`config.mk`:
```
export PLATFORM = sky130hd
export DESIGN_NAME = logic_cell
export DESIGN_NICKNAME = d
export VERILOG_FILES = /design/src/rtl/lcell_pkg.sv /design/src/rtl/cell_half.sv /design/src/rtl/cell_ctrl.sv /design/src/rtl/cell_datapath.sv /design/src/rtl/logic_cell.sv
export SDC_FILE = /design/constraint.sdc
export NUM_CORES = 1
export LEC_CHECK = 0
export BUFFER_PORTS_ARGS = -buffer_cell sky130_fd_sc_hd__buf_2
export CAP_MARGIN = 0
export CELL_PAD_IN_SITES_DETAIL_PLACEMENT = 1
export CELL_PAD_IN_SITES_GLOBAL_PLACEMENT = 1
export CORE_ASPECT_RATIO = 0.8
export CORE_MARGIN = 4
export CORE_UTILIZATION = 24
export DETAILED_ROUTE_END_ITERATION = 6
export GPL_TIMING_DRIVEN = 0
export PLACE_DENSITY_LB_ADDON = 0.15
export SKIP_LAST_GASP = 1
export SLEW_MARGIN = 10
export SYNTH_ARGS = -nofsm -noshare
export SYNTH_HDL_FRONTEND = slang
export SYNTH_SLANG_ARGS = --single-unit
```
`constraint.sdc`:
```
create_clock -name clk -period 2.8 [get_ports clk]
set_clock_uncertainty 0.05 [all_clocks]
set_input_delay 0.14 -clock clk [delete_from_list [all_inputs] [get_ports clk]]
set_output_delay 0.14 -clock clk [all_outputs]
set_load 0.03 [all_outputs]
```
`src/rtl/lcell_pkg.sv`:
```
package lcell_pkg;
  localparam int NUM_HALF   = 2;
  localparam int NUM_OUT    = NUM_HALF;
  localparam int SMALL_IN   = 3;
  localparam int BIG_IN     = SMALL_IN + 1;
  localparam int SMALL_BITS = 1 << SMALL_IN;
  localparam int BIG_BITS   = 1 << BIG_IN;
  localparam int SHARED_IN  = 2;
  localparam int PRIV_IN    = 3;
  localparam int DATA_W     = SHARED_IN + NUM_HALF * PRIV_IN;

  typedef enum logic [1:0] {
    MODE_LOGIC = 2'd0,
    MODE_ADD2  = 2'd1,
    MODE_ADD3  = 2'd2,
    MODE_RSVD  = 2'd3
  } cellMode_e;

  typedef struct packed {
    logic [NUM_OUT-1:0] clr;
    logic [NUM_OUT-1:0] load;
    logic [NUM_OUT-1:0] cap;
  } regStrobe_t;
endpackage

```
`src/rtl/cell_half.sv`:
```
module cell_half
  import lcell_pkg::*;
(
  input  logic                  sharedLo,
  input  logic                  sharedHi,
  input  logic [PRIV_IN-1:0]    priv,
  input  logic [BIG_BITS-1:0]   lut4Mask,
  input  logic [SMALL_BITS-1:0] lut3AMask,
  input  logic [SMALL_BITS-1:0] lut3BMask,
  input  cellMode_e             mode,
  input  logic                  carryIn,
  input  logic                  sharedIn,
  output logic                  result,
  output logic                  carryOut,
  output logic                  sharedOut,
  output logic                  opAOut,
  output logic                  opBOut
);
  logic                pinC, pinE, pinF;
  logic [SMALL_IN-1:0] idxSmall;
  logic [BIG_IN-1:0]   idxBig;
  logic                lutBig, lutSmallA, lutSmallB, pairSel, logicVal;
  logic                isArith, sumBit, majBit;

  assign pinC = priv[0];
  assign pinE = priv[1];
  assign pinF = priv[2];

  assign idxSmall  = {pinE, pinC, sharedLo};
  assign idxBig    = {pinF, pinE, pinC, sharedLo};
  assign lutBig    = lut4Mask[idxBig];
  assign lutSmallA = lut3AMask[idxSmall];
  assign lutSmallB = lut3BMask[idxSmall];

  // first fracture selector: the pair of small tables acts as one 4-input table
  assign pairSel  = pinF ? lutSmallB : lutSmallA;
  // second fracture selector: merge with the big table into one 5-input function
  assign logicVal = sharedHi ? lutBig : pairSel;

  assign isArith = (mode == MODE_ADD2) || (mode == MODE_ADD3);
  assign opAOut  = lutBig;
  assign opBOut  = (mode == MODE_ADD3) ? sharedIn : pairSel;

  assign sumBit = opAOut ^ opBOut ^ carryIn;
  assign majBit = (opAOut & opBOut) | (opAOut & carryIn) | (opBOut & carryIn);

  assign result    = isArith ? sumBit : logicVal;
  assign carryOut  = isArith & majBit;
  assign sharedOut = (mode == MODE_ADD3) & pairSel;
endmodule

```
`src/rtl/cell_ctrl.sv`:
```
module cell_ctrl
  import lcell_pkg::*;
(
  input  logic               clk,
  input  logic               rstN,
  input  logic [NUM_OUT-1:0] regEn,
  input  logic [NUM_OUT-1:0] regClr,
  input  logic [NUM_OUT-1:0] regLoad,
  output regStrobe_t         strb
);
  always_comb begin
    for (int i = 0; i < NUM_OUT; i++) begin
      strb.clr[i]  = regClr[i];
      strb.load[i] = !regClr[i] && regLoad[i];
      strb.cap[i]  = !regClr[i] && !regLoad[i] && regEn[i];
    end
  end

  for (genvar g = 0; g < NUM_OUT; g++) begin : g_chk

    strobe_excl_chk: assert property (@(posedge clk) disable iff (!rstN)
      $onehot0({strb.clr[g], strb.load[g], strb.cap[g]}));
  end
endmodule

```
`src/rtl/cell_datapath.sv`:
```
module cell_datapath
  import lcell_pkg::*;
(
  input  logic                                  clk,
  input  logic                                  rstN,
  input  cellMode_e                             modeSel,
  input  logic [NUM_HALF-1:0][BIG_BITS-1:0]     cfgLut4,
  input  logic [NUM_HALF-1:0][SMALL_BITS-1:0]   cfgLut3A,
  input  logic [NUM_HALF-1:0][SMALL_BITS-1:0]   cfgLut3B,
  input  logic [DATA_W-1:0]                     dataIn,
  input  logic                                  carryIn,
  input  logic                                  sharedIn,
  input  regStrobe_t                            strb,
  input  logic [NUM_OUT-1:0]                    loadData,
  input  logic [NUM_OUT-1:0]                    regBypass,
  output logic [NUM_OUT-1:0]                    cellOut,
  output logic                                  carryOut,
  output logic                                  sharedOut
);
  logic [NUM_HALF:0]    carryChain, shareChain;
  logic [NUM_HALF-1:0]  halfRes, opA, opB;
  logic [NUM_OUT-1:0]   regQ;

  assign carryChain[0] = carryIn;
  assign shareChain[0] = sharedIn;

  for (genvar h = 0; h < NUM_HALF; h++) begin : g_half
    cell_half i_half (
      .sharedLo  (dataIn[0]),
      .sharedHi  (dataIn[1]),
      .priv      (dataIn[SHARED_IN + h*PRIV_IN +: PRIV_IN]),
      .lut4Mask  (cfgLut4[h]),
      .lut3AMask (cfgLut3A[h]),
      .lut3BMask (cfgLut3B[h]),
      .mode      (modeSel),
      .carryIn   (carryChain[h]),
      .sharedIn  (shareChain[h]),
      .result    (halfRes[h]),
      .carryOut  (carryChain[h+1]),
      .sharedOut (shareChain[h+1]),
      .opAOut    (opA[h]),
      .opBOut    (opB[h])
    );
  end

  assign carryOut  = carryChain[NUM_HALF];
  assign sharedOut = shareChain[NUM_HALF];

  always_ff @(posedge clk or negedge rstN) begin
    if (!rstN) begin
      regQ <= '0;
    end else begin
      for (int i = 0; i < NUM_OUT; i++) begin
        if (strb.clr[i])       regQ[i] <= 1'b0;
        else if (strb.load[i]) regQ[i] <= loadData[i];
        else if (strb.cap[i])  regQ[i] <= halfRes[i];
      end
    end
  end

  always_comb begin
    for (int i = 0; i < NUM_OUT; i++)
      cellOut[i] = regBypass[i] ? halfRes[i] : regQ[i];
  end

  // two sum bits and carry-out equal the arithmetic total
  add_total_chk: assert property (@(posedge clk) disable iff (!rstN)
    (modeSel == MODE_ADD2 || modeSel == MODE_ADD3) |->
      ({carryOut, halfRes[1], halfRes[0]} ==
       (3'(opA[0]) + 3'(opB[0]) + 3'(carryIn) + 3'({opA[1], 1'b0}) + 3'({opB[1], 1'b0}))));


  logic_chain_quiet_chk: assert property (@(posedge clk) disable iff (!rstN)
    (modeSel == MODE_LOGIC || modeSel == MODE_RSVD) |-> (!carryOut && !sharedOut));

  for (genvar g = 0; g < NUM_OUT; g++) begin : g_regchk

    clear_zero_chk: assert property (@(posedge clk) disable iff (!rstN)
      strb.clr[g] |=> (regQ[g] == 1'b0));

    load_value_chk: assert property (@(posedge clk) disable iff (!rstN)
      strb.load[g] |=> (regQ[g] == $past(loadData[g])));

    hold_value_chk: assert property (@(posedge clk) disable iff (!rstN)
      !(strb.clr[g] || strb.load[g] || strb.cap[g]) |=> $stable(regQ[g]));
  end
endmodule

```
`src/rtl/logic_cell.sv`:
```
module logic_cell
  import lcell_pkg::*;
(
  input  logic                                clk,
  input  logic                                rstN,
  input  logic [1:0]                          cellMode,
  input  logic [NUM_HALF-1:0][BIG_BITS-1:0]   cfgLut4,
  input  logic [NUM_HALF-1:0][SMALL_BITS-1:0] cfgLut3A,
  input  logic [NUM_HALF-1:0][SMALL_BITS-1:0] cfgLut3B,
  input  logic [DATA_W-1:0]                   dataIn,
  input  logic                                carryIn,
  input  logic                                sharedIn,
  input  logic [NUM_OUT-1:0]                  regEn,
  input  logic [NUM_OUT-1:0]                  regClr,
  input  logic [NUM_OUT-1:0]                  regLoad,
  input  logic [NUM_OUT-1:0]                  loadData,
  input  logic [NUM_OUT-1:0]                  regBypass,
  output logic [NUM_OUT-1:0]                  cellOut,
  output logic                                carryOut,
  output logic                                sharedOut
);
  regStrobe_t strb;
  cellMode_e  modeSel;

  assign modeSel = cellMode_e'(cellMode);

  cell_ctrl i_ctrl (
    .clk     (clk),
    .rstN    (rstN),
    .regEn   (regEn),
    .regClr  (regClr),
    .regLoad (regLoad),
    .strb    (strb)
  );

  cell_datapath i_dp (
    .clk       (clk),
    .rstN      (rstN),
    .modeSel   (modeSel),
    .cfgLut4   (cfgLut4),
    .cfgLut3A  (cfgLut3A),
    .cfgLut3B  (cfgLut3B),
    .dataIn    (dataIn),
    .carryIn   (carryIn),
    .sharedIn  (sharedIn),
    .strb      (strb),
    .loadData  (loadData),
    .regBypass (regBypass),
    .cellOut   (cellOut),
    .carryOut  (carryOut),
    .sharedOut (sharedOut)
  );
endmodule

```
==> results.txt <==
Core Box Area = 3830 um2
Num CTS Buffers = 3
Post-synth EDFFs = 0
Min-delay src = regClr[1]
Starting Density = 25.0%
Leakage = 0.936 nW
Largest registers = i_dp.regQ: 2 flops
Share of layout cells above drive strength 1 = 61.9%
RePlAce Congestion = 0.751
Post-DP Area = 1480 um2
Syn. warnings = 0
Worst-path fanout max = 7
Die width = 78.6 um
H-tree Lvls = 1
GRT Total Usage = 16.6%
Hold WS = 0.0408 ns
Max-cap violations = 0
Largest reg by FF count = i_dp.regQ
CTS sink cnt = 2
Final nets = 316
Synth async-reset ratio = 100%
Vias per std cell = 4.82
First-pass GRT wire length = 6830 um
Total power draw = 468 uW
Slew of the pin with the lowest slew margin = 0.444 ns
Pin count of the biggest net entering global routing = 11
Dpl cells = 255
Initial antenna violation count = 0
Critical R2R Capture = i_dp.regQ[0]
Die Ht = 64.5 um
Synth Flop Type = dfrtp_1
Largest register FFs = 2
Synth Cell Area = 956 um2
Post-Layout Cell Count = 278
Detailed-route via count = 1341
Full die area = 5060 um2
Input/output buffers = 88
Multi-input logic area = 932 um2
Sequential area share after synthesis = 5.24%
Clock Latency Late Sink = 0.21 ns
CP Data Arrival Time = 2.72 ns
Hold crit path type = in -> reg
Synth cell types = 37
Final setup TNS = -0.105 ns
# diodes = 0
Most numerous cell in the Yosys netlist = mux2i_1
Setup violators final = 1
Min cycle time layout = 2.91 ns
Synth Register Bits = 2
Total gr overflow = 0
RSZ-0062 raised after global routing = true
Seq. cell area = 50.0 um2
Hold Crit Depth = 2
Area grow syn2layout = 88.5%
Maximum VDD drop = 113 uV
Drt pass-1 iters = 4
Share of the synthesized area in the top cell type = 32.5%
Crit end category = output pin
Estimated wirelength of the detail-placed design = 3380 um
Pwr/cell area = 260 nW/um2
Filler cell count = 487
Post-layout util = 47.1%
Fmax = 344 MHz
Via count of the first global-routing pass = 1515
Dpl ws = -0.405 ns
Top cells by area, synth = mux2i_1 32%, mux4_2 7.1%, dfrtp_1 5.2%
Remaining routing DRC violations = 0
Final worst slack = -0.105 ns
Final WL = 4410 um
I/O pin total = 92
Fin area = 1800 um2
Final ANT Viol Nets = 0
Root Driver = clkbuf_8
Worst EP required = 2.61 ns
Yosys top cell by area = mux2i_1
CP Class = in -> out
Commonest cells in the netlist = 31 x mux2i_1, 9 x nor2_1, 7 x nor2b_1
Syn nets = 203
Worst reg-to-reg path cell count = 5
Syn avg cell area = 8.53 um2
WL per Instance = 15.9 um
Initial DRC count = 45
Worst Hold End = i_dp.regQ[1]
CTS Buffer Depth = 2
CTS tree = yes
Fin crit share = 104%
Final count of hold timing violations = 0
CTS clk-pin slew, worst paths = 0.03 ns
Nature of the critical path startpoint = primary input
Row cnt = 20
Relative slew slack = 70.4%
Reg2reg setup slack = 1.49 ns
R2r startpoint = i_dp.regQ[0]
Failing checks = negative setup slack
Slew Limit Fails = 0
Gate Count Post-Synth = 112
Status = finished, violations left
[layout make-up]
class	instances	share of cell area (%)
inverters	5	1.04
plain buffers	6	4.93
repair buffers	108	33.4
multi-input cells	99	51.7
clock buffers	3	2.29
well taps	55	3.82
flip-flops and latches	2	2.78
[timing repair]
item	in CTS	in global routing
hold endpoints to repair	2	0
hold buffers	1	0
pin swaps	4	9
setup endpoints to repair	2	3
setup buffers	15	6
cloned	0	0
resized for setup	20	12
[how the worst max path moves through the flow]
stage	startpoint	cells after the start	end	slack (ns)
6_report	dataIn[3]	15	cellOut[1]	-0.11
2_1_floorplan	dataIn[3]	14	cellOut[1]	0.003
3_3_place_gp	dataIn[0]	14	i_dp.regQ[1]	-0.27
4_1_cts	dataIn[3]	20	cellOut[0]	-0.01
5_1_grt	dataIn[3]	15	cellOut[1]	-0.22
3_5_place_dp	dataIn[0]	14	i_dp.regQ[1]	-0.40
[logic make-up (layout without fill, tap and decap cells)]
family	Yosys count	after routing	synth area share (%)
AO/OA/AOI/OAI	26	26	22.1
adder cells (fa/ha/maj)	3	3	5.50
buffers and inverters	11	122	7.33
flip-flops	2	2	5.24
multiplexers	36	36	41.9
AND/OR/NAND/NOR	34	34	17.9
[power breakdown]
group	switching (mW)	internal, mW
Clock	0.0244	0.0911
Sequential	0.00150	0.0316
Combinational	0.146	0.173
Total	0.172	0.296
[metal layers]
layer	track usage [%]	wire, um	vias up
met5	0	0	-
met4	4.59	44	0
met3	1.81	205	4
met2	35.3	2530	44
met1	16.8	1620	638
li1	-	-	655
[layout by cell type (no fill, tap or decap), types with 4 or more instances in the layout]
cell / netlist / layout
inv_1: 5 / 4
nor2b_1: 7 / 4
mux2i_1: 31 / 29
buf_2: 1 / 86
nor2_1: 9 / 8
nand2_1: 6 / 6
buf_4: 1 / 21
clkbuf_8: 0 / 4
[worst max-delay path, stage by stage]
cell and delay, ns:
buf_12 0.10, buf_12 0.13, mux2i_4 0.23, a22oi_2 0.12, nand4_1 0.16, o21ai_2 0.08
mux2_4 0.29, fa_2 0.42, nand2b_4 0.09, fa_1 0.39, nor2b_4 0.14, nand2_1 0.06
o21ai_1 0.07, a31oi_2 0.15, buf_6 0.15
Note: power is estimated with default switching activity, not from simulation.
